===== config.mk =====
export PLATFORM = sky130hd
export DESIGN_NAME = e1_ts0_regen
export DESIGN_NICKNAME = d
export VERILOG_FILES = /design/src/rtl/e1_ts0_pkg.sv /design/src/rtl/e1_mf_track.sv /design/src/rtl/e1_crc4_gen.sv /design/src/rtl/e1_ebit_queue.sv /design/src/rtl/e1_ts0_regen.sv
export SDC_FILE = /design/constraint.sdc
export NUM_CORES = 1
export LEC_CHECK = 0
export BUFFER_PORTS_ARGS = -buffer_cell sky130_fd_sc_hd__buf_4
export CAP_MARGIN = 30
export CORE_UTILIZATION = 43
export CTS_CLUSTER_DIAMETER = 120
export DETAILED_ROUTE_END_ITERATION = 6
export PLACE_DENSITY = 0.66
export SLEW_MARGIN = 20
export SYNTH_ARGS = -nofsm -noshare
export SYNTH_HDL_FRONTEND = slang
export SYNTH_SLANG_ARGS = --single-unit

===== constraint.sdc =====
create_clock -name clk -period 3.77 [get_ports clk]
set_input_delay 0.9425 -clock clk [delete_from_list [all_inputs] [get_ports clk]]
set_output_delay 0.9425 -clock clk [all_outputs]
set_load 0.05 [all_outputs]

===== src/rtl/e1_ts0_pkg.sv =====
package e1_ts0_pkg;

  localparam logic [6:0] ALIGN_TAIL = 7'b0011011;
  localparam logic [5:0] MF_PATTERN = 6'b001011;

  function automatic logic [3:0] crc4_byte(input logic [3:0] c_in, input logic [7:0] b);
    logic [3:0] c;
    logic       fb;
    c = c_in;
    for (int i = 7; i >= 0; i--) begin
      fb = c[3] ^ b[i];
      c  = {c[2:0], 1'b0} ^ {2'b00, fb, fb};
    end
    return c;
  endfunction

endpackage


===== src/rtl/e1_mf_track.sv =====
module e1_mf_track #(
  parameter int FRAMES = 16,
  parameter int SLOT_W = 5,
  localparam int FR_W  = $clog2(FRAMES),
  localparam int SMF_W = $clog2(FRAMES / 2)
) (
  input  logic              clk,
  input  logic              rst_n,
  input  logic              strobe,
  input  logic [SLOT_W-1:0] slot,
  output logic [FR_W-1:0]   cur_frame,
  output logic              active,
  output logic              smf_start
);

  logic [FR_W-1:0] fnext_q, fnext_d;
  logic            sync_q, sync_d;
  logic            is0;

  assign is0       = (slot == '0);
  assign cur_frame = is0 ? fnext_q
                   : ((fnext_q == '0) ? FR_W'(FRAMES - 1) : fnext_q - 1'b1);
  assign active    = sync_q | is0;
  assign smf_start = strobe & is0 & (fnext_q[SMF_W-1:0] == '0);

  always_comb begin
    fnext_d = fnext_q;
    sync_d  = sync_q;
    if (strobe && is0) begin
      fnext_d = (fnext_q == FR_W'(FRAMES - 1)) ? '0 : fnext_q + 1'b1;
      sync_d  = 1'b1;
    end
  end

  always_ff @(posedge clk or negedge rst_n) begin
    if (!rst_n) begin
      fnext_q <= '0;
      sync_q  <= 1'b0;
    end else begin
      fnext_q <= fnext_d;
      sync_q  <= sync_d;
    end
  end

  p_sync_sticky_r6: assert property (@(posedge clk) disable iff (!rst_n)
    sync_q |=> sync_q);

  p_sync_on_slot0_r6: assert property (@(posedge clk) disable iff (!rst_n)
    (strobe && is0) |=> (sync_q && fnext_q != $past(fnext_q)));

endmodule


===== src/rtl/e1_crc4_gen.sv =====
module e1_crc4_gen
  import e1_ts0_pkg::*;
(
  input  logic       clk,
  input  logic       rst_n,
  input  logic       acc_en,
  input  logic       smf_start,
  input  logic [7:0] byte_in,
  output logic [3:0] c_bits
);

  logic [3:0] acc_q, acc_d;
  logic [3:0] hold_q, hold_d;

  assign c_bits = smf_start ? acc_q : hold_q;

  always_comb begin
    acc_d  = acc_q;
    hold_d = hold_q;
    if (acc_en) begin
      acc_d = crc4_byte(smf_start ? 4'h0 : acc_q, byte_in);
    end
    if (smf_start) begin
      hold_d = acc_q;
    end
  end

  always_ff @(posedge clk or negedge rst_n) begin
    if (!rst_n) begin
      acc_q  <= '0;
      hold_q <= '0;
    end else begin
      acc_q  <= acc_d;
      hold_q <= hold_d;
    end
  end

  p_acc_idle_r7: assert property (@(posedge clk) disable iff (!rst_n)
    !acc_en |=> $stable(acc_q));

  p_hold_only_at_start_r7: assert property (@(posedge clk) disable iff (!rst_n)
    !smf_start |=> $stable(hold_q));

endmodule


===== src/rtl/e1_ebit_queue.sv =====
module e1_ebit_queue #(
  parameter int PEND_MAX = 2,
  localparam int CW = $clog2(PEND_MAX + 1)
) (
  input  logic clk,
  input  logic rst_n,
  input  logic err_pulse,
  input  logic take,
  output logic e_bit
);

  logic [CW-1:0] cnt_q, cnt_d, drained;

  assign e_bit = (cnt_q == '0);

  always_comb begin
    drained = cnt_q;
    if (take && cnt_q != '0) begin
      drained = cnt_q - 1'b1;
    end
    cnt_d = drained;
    if (err_pulse && drained < CW'(PEND_MAX)) begin
      cnt_d = drained + 1'b1;
    end
  end

  always_ff @(posedge clk or negedge rst_n) begin
    if (!rst_n) begin
      cnt_q <= '0;
    end else begin
      cnt_q <= cnt_d;
    end
  end

  p_pend_bound_r8: assert property (@(posedge clk) disable iff (!rst_n)
    cnt_q <= CW'(PEND_MAX));

  p_err_registers_r8: assert property (@(posedge clk) disable iff (!rst_n)
    (err_pulse && !take) |=> !e_bit);

endmodule


===== src/rtl/e1_ts0_regen.sv =====
module e1_ts0_regen
  import e1_ts0_pkg::*;
#(
  parameter int SLOTS    = 32,
  parameter int FRAMES   = 16,
  parameter int PEND_MAX = 2,
  localparam int SLOT_W  = $clog2(SLOTS),
  localparam int CNT_W   = $clog2(SLOTS + 1),
  localparam int FR_W    = $clog2(FRAMES)
) (
  input  logic              clk,
  input  logic              rst_n,
  input  logic              in_vld,
  input  logic [SLOT_W-1:0] in_slot,
  input  logic [7:0]        in_data,
  input  logic [CNT_W-1:0]  cfg_nslots,
  input  logic              cfg_crc_en,
  input  logic              alm_los,
  input  logic              alm_ais,
  input  logic              alm_lfa,
  input  logic              msk_los,
  input  logic              msk_ais,
  input  logic              msk_lfa,
  input  logic              rx_smf_err,
  output logic              out_vld,
  output logic [7:0]        out_data
);

  logic [FR_W-1:0] frame;
  logic            active, smf_start;
  logic [3:0]      c_bits;
  logic            e_bit, take;
  logic            structured, is0, even, a_bit, si;
  logic [7:0]      ts0_word, word, crc_byte;
  logic            vld_d;
  logic [7:0]      data_d;

  e1_mf_track #(.FRAMES(FRAMES), .SLOT_W(SLOT_W)) u_track (
    .clk(clk), .rst_n(rst_n), .strobe(in_vld), .slot(in_slot),
    .cur_frame(frame), .active(active), .smf_start(smf_start)
  );

  e1_crc4_gen u_crc (
    .clk(clk), .rst_n(rst_n), .acc_en(in_vld & active),
    .smf_start(smf_start), .byte_in(crc_byte), .c_bits(c_bits)
  );

  e1_ebit_queue #(.PEND_MAX(PEND_MAX)) u_ebit (
    .clk(clk), .rst_n(rst_n), .err_pulse(rx_smf_err), .take(take), .e_bit(e_bit)
  );

  assign structured = (cfg_nslots < CNT_W'(SLOTS));
  assign is0        = (in_slot == '0);
  assign even       = ~frame[0];
  assign a_bit      = (alm_los & ~msk_los) | (alm_ais & ~msk_ais) | (alm_lfa & ~msk_lfa);
  assign take       = in_vld & is0 & ((frame == FR_W'(13)) | (frame == FR_W'(15)));

  always_comb begin
    si = in_data[7];
    if (cfg_crc_en) begin
      if (even) begin
        si = c_bits[2'd3 - frame[2:1]];
      end else if (frame[3:1] >= 3'd6) begin
        si = e_bit;
      end else begin
        si = MF_PATTERN[3'd5 - frame[3:1]];
      end
    end
  end

  assign ts0_word = even ? {si, ALIGN_TAIL} : {si, 1'b1, a_bit, 5'b11111};
  assign word     = (structured && is0) ? ts0_word : in_data;
  assign crc_byte = (is0 && even) ? {1'b0, word[6:0]} : word;

  always_comb begin
    vld_d  = in_vld;
    data_d = out_data;
    if (in_vld) begin
      data_d = word;
    end
  end

  always_ff @(posedge clk or negedge rst_n) begin
    if (!rst_n) begin
      out_vld  <= 1'b0;
      out_data <= '0;
    end else begin
      out_vld  <= vld_d;
      out_data <= data_d;
    end
  end

  p_pass_r1: assert property (@(posedge clk) disable iff (!rst_n)
    (in_vld && (!is0 || !structured)) |=> (out_data == $past(in_data)));

  p_align_word_r2: assert property (@(posedge clk) disable iff (!rst_n)
    (in_vld && is0 && structured && even) |=> (out_data[6:0] == 7'b0011011));

  p_service_word_r3: assert property (@(posedge clk) disable iff (!rst_n)
    (in_vld && is0 && structured && !even) |=> (out_data[6] && out_data[4:0] == 5'h1f));

  p_abit_r4: assert property (@(posedge clk) disable iff (!rst_n)
    (in_vld && is0 && structured && !even) |=>
      (out_data[5] == $past((alm_los && !msk_los) || (alm_ais && !msk_ais) || (alm_lfa && !msk_lfa))));

  p_si_copy_r5: assert property (@(posedge clk) disable iff (!rst_n)
    (in_vld && is0 && structured && !cfg_crc_en) |=> (out_data[7] == $past(in_data[7])));

  p_vld_follow_r9: assert property (@(posedge clk) disable iff (!rst_n)
    in_vld |=> out_vld);

  p_hold_idle_r9: assert property (@(posedge clk) disable iff (!rst_n)
    !in_vld |=> (!out_vld && $stable(out_data)));

endmodule


### Yosys cells after proc, flatten, opt, wreduce, memory -nomap -nowiden

Memories as Yosys holds them, arrays and structs flattened.
Index checks and enable logic that the tools add are counted.
W data, S select, Z words.

| word-level totals | value |
|---|---|
| latch bits | 0 |
| bits in writable memories | 0 |
| memory bits (read-only) | 8 |
| logic and storage cells | 79 |
| memories | 1 |
| flip-flop bits (word level) | 24 |
| input bits | 30 |

| operators by class | value |
|---|---|
| add/subtract/negate cells | 6 |
| shift operators | 0 |
| reductions and logical operators | 10 |
| div/mod/pow operators | 0 |
| $lt $le $gt $ge | 5 |
| $mul | 0 |
| bitwise logic cells | 31 |
| multiplexer cells | 16 |
| equal/unequal tests | 3 |

Memories:

| memory | depth | bits a word | read ports | clocked after Yosys merged registers in | write ports | line | source |
|---|---|---|---|---|---|---|---|
| (name not given) | 8 | 1 | 1 | 0 | 0 | e1_ts0_regen.sv:66 | `si = MF_PATTERN[3'd5 - frame[3:1]];` |

Operators with widths:

| operator | count |
|---|---|
| $xor A4 B2 Y4 | 8 |
| $mux W4 | 5 |
| $mux W8 | 2 |
| $eq A4 B4 Y1 const B | 3 |
| $xor A1 B1 Y1 | 8 |
| $and A1 B1 Y1 | 7 |
| $mux W7 | 1 |
| $lt A6 B6 Y1 const B | 1 |
| $logic_and A1 B1 Y1 | 5 |
| $logic_not A5 Y1 | 1 |
| $mux W1 | 5 |
| $add A4 B1 Y4 const B | 1 |
| $logic_not A4 Y1 | 1 |
| $lt A3 B4 Y1 const B | 1 |
| $mux W2 | 2 |
| $not A1 Y1 | 4 |
| $or A1 B1 Y1 | 4 |
| $sub A4 B1 Y4 const B | 1 |
| $ge A3 B3 Y1 const B | 1 |
| $logic_not A3 Y1 | 1 |
| $lt A2 B3 Y1 const B | 1 |
| $sub A3 B3 Y3 const A | 1 |
| $add A2 B1 Y2 const B | 1 |
| $bmux W1 S2 | 1 |
| other kinds (5) | 5 |

### Logic depth before layout (Yosys ltp)

Gate-level depths: netlist of the first run.

| depth | value |
|---|---|
| word-level depth | 27 |
| gate-level depth with buffers | 16 |

### Cells and area by module

Synthesis of the first run repeated with hierarchy kept, for this count alone.

| unflattened totals | value |
|---|---|
| cells, all modules | 163 |
| area total of the unflattened synthesis | 1640.3 µm² |

By module, submodules not included:

| module | sequential area each (µm²) | cells an instance | instances | area an instance (µm²) |
|---|---|---|---|---|
| e1_ts0_regen | 225.2 | 63 | 1 | 595.6 |
| e1_crc4_gen | 200.2 | 44 | 1 | 513.0 |
| e1_mf_track | 125.1 | 43 | 1 | 396.6 |
| e1_ebit_queue | 50.0 | 13 | 1 | 135.1 |

### Worst setup path before layout of the first run

OpenSTA, ideal clock, no wires.

| timing path | value |
|---|---|
| path kind | in2reg |
| from | in in_slot[4] |
| to | reg u_crc.acc_q[3] |
| required time | 3.674 ns |
| data arrival time | 3.385 ns |
| path buffers | 1 |
| stages on the path | 14 |
| slack | 0.289 ns |
| cell sequence | or3_4 nor2_2 buf_4 o41ai_1 ha_1 nand2_1 nor2_1 o41ai_1 o41ai_1 mux2_2 mux2i_1 a31oi_1 nor2_1 o31ai_1 |

| between the ends | value |
|---|---|
| word-level cells in the longest chain between the ends | 20 |
| elaborated cells between the ends (all ways) | 37 |

Ends and longest elaborated chain:

| item | line | source |
|---|---|---|
| from (decl) | e1_ts0_regen.sv:14 | `input logic [SLOT_W-1:0] in_slot,` |
| $logic_not A5 Y1 * | e1_mf_track.sv:20, e1_ts0_regen.sv:53 |  |
| $mux W4 or $and A1 B1 Y1 (tied branches) | e1_mf_track.sv:21, e1_mf_track.sv:24 |  |
| $sub A3 B3 Y3 or $and A1 B1 Y1 (tied branches) | e1_ts0_regen.sv:66, e1_mf_track.sv:24 |  |
| $mem_v2 Z8 W1 or $mux W4 (tied branches) | -- |  |
| $mux W1 (not written as such) or $bmux W1 S2 (tied branches) | e1_ts0_regen.sv:66, e1_ts0_regen.sv:62 |  |
| $mux W1 (on tied branches) | e1_ts0_regen.sv:63, e1_ts0_regen.sv:62 |  |
| $mux W1 | e1_ts0_regen.sv:61 | `if (even) begin` |
| $mux W1 | e1_ts0_regen.sv:60 | `if (cfg_crc_en) begin` |
| $mux W8 | e1_ts0_regen.sv:72 | `assign word = (structured && is0) ? ts0_word : in_data;` |
| $mux W8 | e1_ts0_regen.sv:73 | `assign crc_byte = (is0 && even) ? {1'b0, word[6:0]} : word;` |
| $xor A1 B1 Y1 | e1_ts0_pkg.sv:11 | `fb = c[3] ^ b[i];` |
| $xor A4 B2 Y4 (4 in a row) | e1_ts0_pkg.sv:12 | `c = {c[2:0], 1'b0} ^ {2'b00, fb, fb};` |
| $xor A1 B1 Y1 | e1_ts0_pkg.sv:11 |  |
| $xor A4 B2 Y4 (4 in a row) | e1_ts0_pkg.sv:12 |  |
| to (signal assigned) | e1_crc4_gen.sv:30 | `acc_q <= '0;` |
| to (signal assigned) | e1_crc4_gen.sv:33 | `acc_q <= acc_d;` |
| to (decl) | e1_crc4_gen.sv:12 | `logic [3:0] acc_q, acc_d;` |

Mark *: on every way between the ends. The rest lies on a longest branch, timed or not. The select of a mux whose other input is x is not followed.
A chain may end at the register's enable or synchronous reset.

### Final worst setup path of the first run

Ends and elaborated chain as after synthesis.

==> flow_metrics.py, run 1 <==
metrics = {
    "outcome": {
        "status": "complete, no violations",
    },
    "placement": {
        "placed_cells": 279,
        "post_dp_cell_area_um2": 2120,
        "io_buffers": 33,
        "globalplace.congestion": 0.803,
        "dpl.hpwl_um": 2960,
    },
    "yosys": {
        "synth_nets": 228,
        "synth_cells": 192,
        "yosysSeqAreaShare_pct": 34.3,
        "synth_simple_gate_area_share_pct": 17.5,
        "synthMuxAreaShare_pct": 8.65,
        "synth-adder-area-share_pct": 4.29,
        "async_flop_share_pct": 100,
        "synth-xor-area-share_pct": 12.8,
        "synth_edf_count": 0,
        "synth-compound-area-share_pct": 18.7,
        "synthDistinctLibCells": 50,
        "ys.warnings.count": 0,
        "avgSynthCellArea_um2": 9.12,
        "synth_top_family_by_area": "compound AO/OA/AOI/OAI gates",
        "ys_ff_latch": 24,
        "synth_area_um2": 1750,
        "ys.flop_type": "dfrtp_1",
    },
    "worst_hold_path": {
        "worstHoldStart": "u_ebit.cnt_q[0]$_DFF_PN0_",
        "min_to": "u_ebit.cnt_q[0]$_DFF_PN0_",
        "whs_path_depth": 1,
        "hp-class": "reg -> reg",
    },
    "detailed_routing": {
        "met2WireLength_um": 1790,
        "drc_errors": 0,
        "route.antenna.remaining_nets": 0,
        "via_per_inst": 5.36,
        "wl_um": 3770,
        "first_pass_iters": 4,
        "wl_met3_um": 144,
        "drtIter0Drc": 83,
        "vias": 1517,
        "routedWlPerCell_um": 13.3,
        "top_layer_used": "met4",
        "wl_met1_um": 1810,
    },
    "setup_path": {
        "required_ns": 3.95,
        "rrSetupSlack_ns": 0.38,
        "cpPeakStageDelay_ns": 0.39,
        "timing.rr.end": "u_crc.acc_q[3]$_DFFE_PN0P_",
        "worst_ep_arrival_time_ns": 3.66,
        "worst_path_dominant_cell_family": "compound AO/OA/AOI/OAI gates",
        "reg2reg_depth": 15,
        "start_kind": "primary input",
        "crit_type": "in -> reg",
        "cp_max_fo": 3,
        "critPathSlowestCell": "or3_4",
        "r2r-start": "u_track.fnext_q[0]$_DFFE_PN0P_",
        "cp_cell_sequence": "buf_4, or3_4, o22ai_1, a2bb2oi_2, ha_1, nand2_1, nor2_1, o41ai_1, o41ai_1, mux2_2, mux2i_1, a31oi_2, nor2_1, o31ai_1",
        "crit_buf_inv": 1,
        "critPathCaptureType": "flip-flop",
    },
    "grt": {
        "grt_max_degree": 25,
        "grt-ovfl-total": 0,
        "grt_use_total_pct": 19.5,
        "grt_pass1_wl_um": 6520,
        "antenna_found_initial": 0,
        "grt_pass1_vias": 1460,
    },
    "power_and_ir_drop": {
        "powerDensity_nw_per_um2": 601,
        "ir_drop_mv": 0.337,
        "power.total_mw": 1.32,
        "p_leak_nw": 1.01,
    },
    "finish": {
        "final_area_um2": 2200,
        "fin_nets": 272,
        "final_common_cell": "buf_4",
        "n_antenna_cell": 0,
        "fin_cells": 283,
        "drive_above_1_share_pct": 29.4,
        "syn_to_final_growth_pct": 25.8,
        "final_cell_mix": "buf_4 (46), dfrtp_1 (24), nor2_1 (22)",
    },
    "clock_tree": {
        "cts_tree": "done",
        "cts_buffers": 3,
        "clk_pin_slew_worst_paths_ns": 0.09,
        "cts_resized": 0,
        "holdBufCountCts": 0,
        "root_buffer": "clkbuf_8",
        "post_cts.repair.setup_buffers": 0,
        "cts_max_path_buffers": 2,
        "cts.sinks": 24,
        "clkLatencyLatePin_ns": 0.26,
        "h-tree-depth": 1,
    },
    "floorplanning": {
        "rows": 22,
        "ioPinCount": 39,
        "chipHeight_um": 65.8,
        "core_um2": 3770,
        "die_w_um": 65.8,
        "die_area_um2": 4330,
        "initial_utilization_pct": 46.4,
    },
    "timing": {
        "min_period_ns": 3.48,
        "skew_ns": 0.00161,
        "tightest_slew_ns": 0.480,
        "slew_headroom_pct": 67.8,
        "finalMaxSlewViolations": 0,
        "hold_viol_final": 0,
        "fmax_mhz": 287,
        "setup_viol": 0,
        "fin_hold_ws_ns": 0.477,
        "fin_crit_sh_pct": 92.3,
        "rsz0062_at_grt": "no",
        "fin_tns_setup_ns": 0,
    },
    "run": {
        "maxCapViolations": 0,
    },
}
==> registers in the layout (all words and copies together), names as in the netlist <==
name	count
out_data	8
u_crc.acc_q	4
u_crc.hold_q	4
u_track.fnext_q	4
u_ebit.cnt_q	2
out_vld	1
u_track.sync_q	1
==> area by class of cell <==
cell class,count,area [µm²]
clock inverters,1,30.0
inverters,9,33.8
clock buffers,3,41.3
multi-input cells,152,1090
well taps,48,60.1
repair buffers,46,345
fillers,350,1570
flip-flops and latches,24,601
==> synth_stat cells, types with 2 or more instances <==
| cell | number | share of area (%) |
|---|---|---|
| dfrtp_1 | 24 | 34 |
| nor2_1 | 22 | 4.7 |
| xnor2_1 | 13 | 6.5 |
| o22ai_1 | 2 | 0.71 |
| mux2_2 | 7 | 4.5 |
| o41ai_1 | 5 | 2.5 |
| ha_1 | 6 | 4.3 |
| nand3_1 | 4 | 1.1 |
| o21ai_0 | 9 | 2.6 |
| o21ai_1 | 2 | 0.57 |
| and2_1 | 2 | 0.71 |
| inv_1 | 9 | 1.9 |
| nand4_1 | 2 | 0.71 |
| clkbuf_1 | 4 | 0.86 |
| xor2_1 | 5 | 2.5 |
| nand2_1 | 16 | 3.4 |
| o31ai_1 | 2 | 0.86 |
| nor2b_1 | 3 | 1.1 |
| a21o_1 | 2 | 0.86 |
| mux2i_1 | 5 | 2.9 |
| a21oi_1 | 19 | 5.4 |
==> worst max path at each step <==
stage	from	to	slack, ns	depth (start not counted)
floorplan	in_slot[4]	u_crc.acc_q[3]$_DFFE_PN0P_	0.29	14
global placement	in_slot[4]	u_crc.acc_q[3]$_DFFE_PN0P_	-0.06	14
detailed placement	in_slot[4]	u_crc.acc_q[3]$_DFFE_PN0P_	-0.03	14
CTS	in_slot[4]	u_crc.acc_q[3]$_DFFE_PN0P_	0.23	14
global route	u_track.fnext_q[0]$_DFFE_PN0P_	u_crc.acc_q[3]$_DFFE_PN0P_	0.04	15
finish	in_slot[4]	u_crc.acc_q[3]$_DFFE_PN0P_	0.29	14
==> cells by family (layout without fill, tap and decap cells) <==
group | Yosys count | in the layout
adder cells (fa/ha/maj) | 6 | 6
AO/OA/AOI/OAI | 50 | 50
AND/OR/NAND/NOR | 62 | 62
buffers and inverters | 16 | 59
XOR/XNOR | 21 | 21
multiplexers | 13 | 13
flip-flops | 24 | 24
==> metal layers <==
metal  track usage, %  up-vias
li1                 -      769
met4             3.53        0
met2             33.0       36
met3             3.28        2
met1             26.1      710
met5                0        -
==> power breakdown <==
group / internal, mW / switching (mW)
registers: 0.317 / 0.0625
logic: 0.375 / 0.345
clock network: 0.142 / 0.0819
==> through the flow <==
stage	worst slack [ns]	util, %
finish	0.289	58.4
global route	0.0413	58.4
CTS	0.234	58.2
detailed placement	-0.0272	56.3
global placement	-0.0569	56.3
floorplan	0.289	-
(Power assumes the default switching activity.)
==> run 2, diff against run 1 <==
- BUFFER_PORTS_ARGS: -buffer_cell sky130_fd_sc_hd__buf_4 -> not set
- DONT_BUFFER_PORTS: not set -> 1
- PLACE_DENSITY: 0.66 -> not set
==> run 2 against run 1 <==
  * Critical path depth is 1 lower
  * Fmax is 0.45% lower
  * Sequential power grew 10%
  * Final cell count fell by 15%
  * Combinational power shrank 13%
  * Critical path type unchanged
  * Power shrank 7.8%
  * Clock power shrank 22%
  * Largest cell class unchanged
  * Flip-flop and latch count did not move
  * Global-route usage is 0.14 points higher
  * Sequential share of layout area is 4.9 points higher
==> flow_metrics.py, run 2 (same netlist as run 1, synthesis figures left out) <==
metrics = {
    "outcome": {
        "status": "complete, no violations",
    },
    "detailed_routing": {
        "met2WireLength_um": 1690,
        "wl_um": 3710,
        "route.antenna.remaining_nets": 0,
        "wl_met1_um": 1800,
        "first_pass_iters": 4,
        "via_per_inst": 5.78,
        "routedWlPerCell_um": 15.4,
        "vias": 1392,
        "top_layer_used": "met4",
        "drtIter0Drc": 104,
        "wl_met3_um": 157,
        "drc_errors": 0,
    },
    "placement": {
        "dpl.hpwl_um": 2890,
        "globalplace.congestion": 0.821,
        "post_dp_cell_area_um2": 1810,
        "io_buffers": 0,
        "dp_slack_ns": 0.00390,
        "placed_cells": 237,
    },
    "power_and_ir_drop": {
        "p_switching_mw": 0.477,
        "internal-power_mw": 0.742,
        "ir_drop_mv": 0.291,
        "pwr-share-seq_pct": 34.2,
        "p_leak_nw": 0.805,
        "powerDensity_nw_per_um2": 654,
        "swShare_pct": 39.1,
        "power.total_mw": 1.22,
        "clockPowerShare_pct": 14.4,
        "power_frac_comb_pct": 51.5,
    },
    "timing": {
        "skew_ns": 0.00763,
        "finalMaxSlewViolations": 0,
        "fin_crit_sh_pct": 92.8,
        "fin_hold_ws_ns": 0.352,
        "tightest_slew_ns": 0.496,
        "min_period_ns": 3.50,
        "hold_viol_final": 0,
        "rsz0062_at_grt": "no",
        "setup_viol": 0,
        "setup_ws_ns": 0.273,
        "slew_headroom_pct": 67.0,
        "fmax_mhz": 286,
        "fin_tns_setup_ns": 0,
    },
    "finish": {
        "largest_reg_flops": 8,
        "fin_nets": 230,
        "final_common_cell": "dfrtp_1",
        "n_antenna_cell": 0,
        "top_register": "out_data",
        "fin_cells": 241,
        "syn_to_final_growth_pct": 6.50,
        "final_area_um2": 1860,
        "drive_above_1_share_pct": 13.5,
        "final_util_pct": 49.4,
        "final_cell_mix": "dfrtp_1 (24), nor2_1 (22), a21oi_1 (19)",
    },
    "setup_path": {
        "r2r-start": "u_track.fnext_q[1]$_DFFE_PN0P_",
        "reg2reg_depth": 15,
        "crit_type": "in -> reg",
        "start_kind": "primary input",
        "worst_ep_arrival_time_ns": 3.68,
        "required_ns": 3.96,
        "timing.rr.end": "u_crc.acc_q[3]$_DFFE_PN0P_",
        "worstSetupStartpoint": "in_slot[4]",
        "rrSetupSlack_ns": 0.27,
        "endpoint": "u_crc.acc_q[3]$_DFFE_PN0P_",
        "critPathCaptureType": "flip-flop",
        "cp_max_fo": 5,
    },
    "clock_tree": {
        "clk_pin_slew_worst_paths_ns": 0.08,
        "cts_buffers": 3,
        "cts_max_path_buffers": 2,
        "root_buffer": "clkbuf_8",
        "cts_tree": "done",
        "cts.sinks": 24,
        "clkLatencyLatePin_ns": 0.27,
        "h-tree-depth": 1,
        "cts_resized": 0,
        "post_cts.repair.setup_buffers": 0,
        "holdBufCountCts": 0,
    },
    "floorplanning": {
        "rows": 22,
        "chipHeight_um": 65.8,
        "die_w_um": 65.8,
        "die_area_um2": 4330,
        "core_um2": 3770,
        "initial_utilization_pct": 46.4,
        "ioPinCount": 39,
    },
    "grt": {
        "grt-ovfl-total": 0,
        "grt_pass1_vias": 1404,
        "antenna_found_initial": 0,
        "grt_pass1_wl_um": 6440,
        "grt_use_total_pct": 19.6,
        "grt_max_degree": 25,
    },
    "run": {
        "maxCapViolations": 0,
    },
    "worst_hold_path": {
        "hp-class": "in -> async",
    },
}
run 2: changes by cell type in the layout (fill, tap and decap cells not counted):
| cell | delta |
|---|---|
| buf_4 | -42 |
| a31oi_1 | +1 |
| a31oi_2 | -1 |
| bufinv_16 | -1 |
| clkbuf_8 | +1 |
run 2: critical path, stage by stage:
cell	delay, ns
or3_4	0.40
o22ai_1	0.26
a2bb2oi_2	0.13
ha_1	0.24
nand2_1	0.09
nor2_1	0.05
o41ai_1	0.34
o41ai_1	0.14
mux2_2	0.32
mux2i_1	0.13
a31oi_1	0.32
nor2_1	0.09
o31ai_1	0.22
run 2: power by group through the flow:
stage | combinational, mW | clock, mW | sequential (mW)
4_1_cts | 0.631 | 0.182 | 0.416
3_3_place_gp | 0.604 | 0 | 0.419
2_1_floorplan | 0.553 | 0 | 0.394
3_5_place_dp | 0.628 | 0 | 0.421
6_report | 0.628 | 0.175 | 0.417
5_1_grt | 0.710 | 0.186 | 0.426
run 2: how the worst min path moves through the flow:
stage / from / end / depth (start not counted)
after detailed placement: u_ebit.cnt_q[0]$_DFF_PN0_ / u_ebit.cnt_q[0]$_DFF_PN0_ / 1
after global routing: rst_n / u_crc.hold_q[2]$_DFF_PN0_ / 0
after floorplan: u_track.sync_q$_DFFE_PN0P_ / u_track.sync_q$_DFFE_PN0P_ / 1
after global placement: u_track.sync_q$_DFFE_PN0P_ / u_track.sync_q$_DFFE_PN0P_ / 1
after CTS: rst_n / u_crc.hold_q[1]$_DFF_PN0_ / 0
final: rst_n / out_data[0]$_DFFE_PN0P_ / 0
run 2: cell type report:
class	instances	area, µm²
fillers	348	1910
multi-input cells	152	1080
flip-flops and latches	24	601
well taps	48	60.1
clock buffers	4	55.1
inverters	9	33.8
repair buffers	4	30.0
run 2: layer usage:
metal,vias up,global-route usage [%]
li1,678,-
met3,5,3.45
met4,0,7.61
met2,28,31.4
met1,681,26.1
met5,-,0
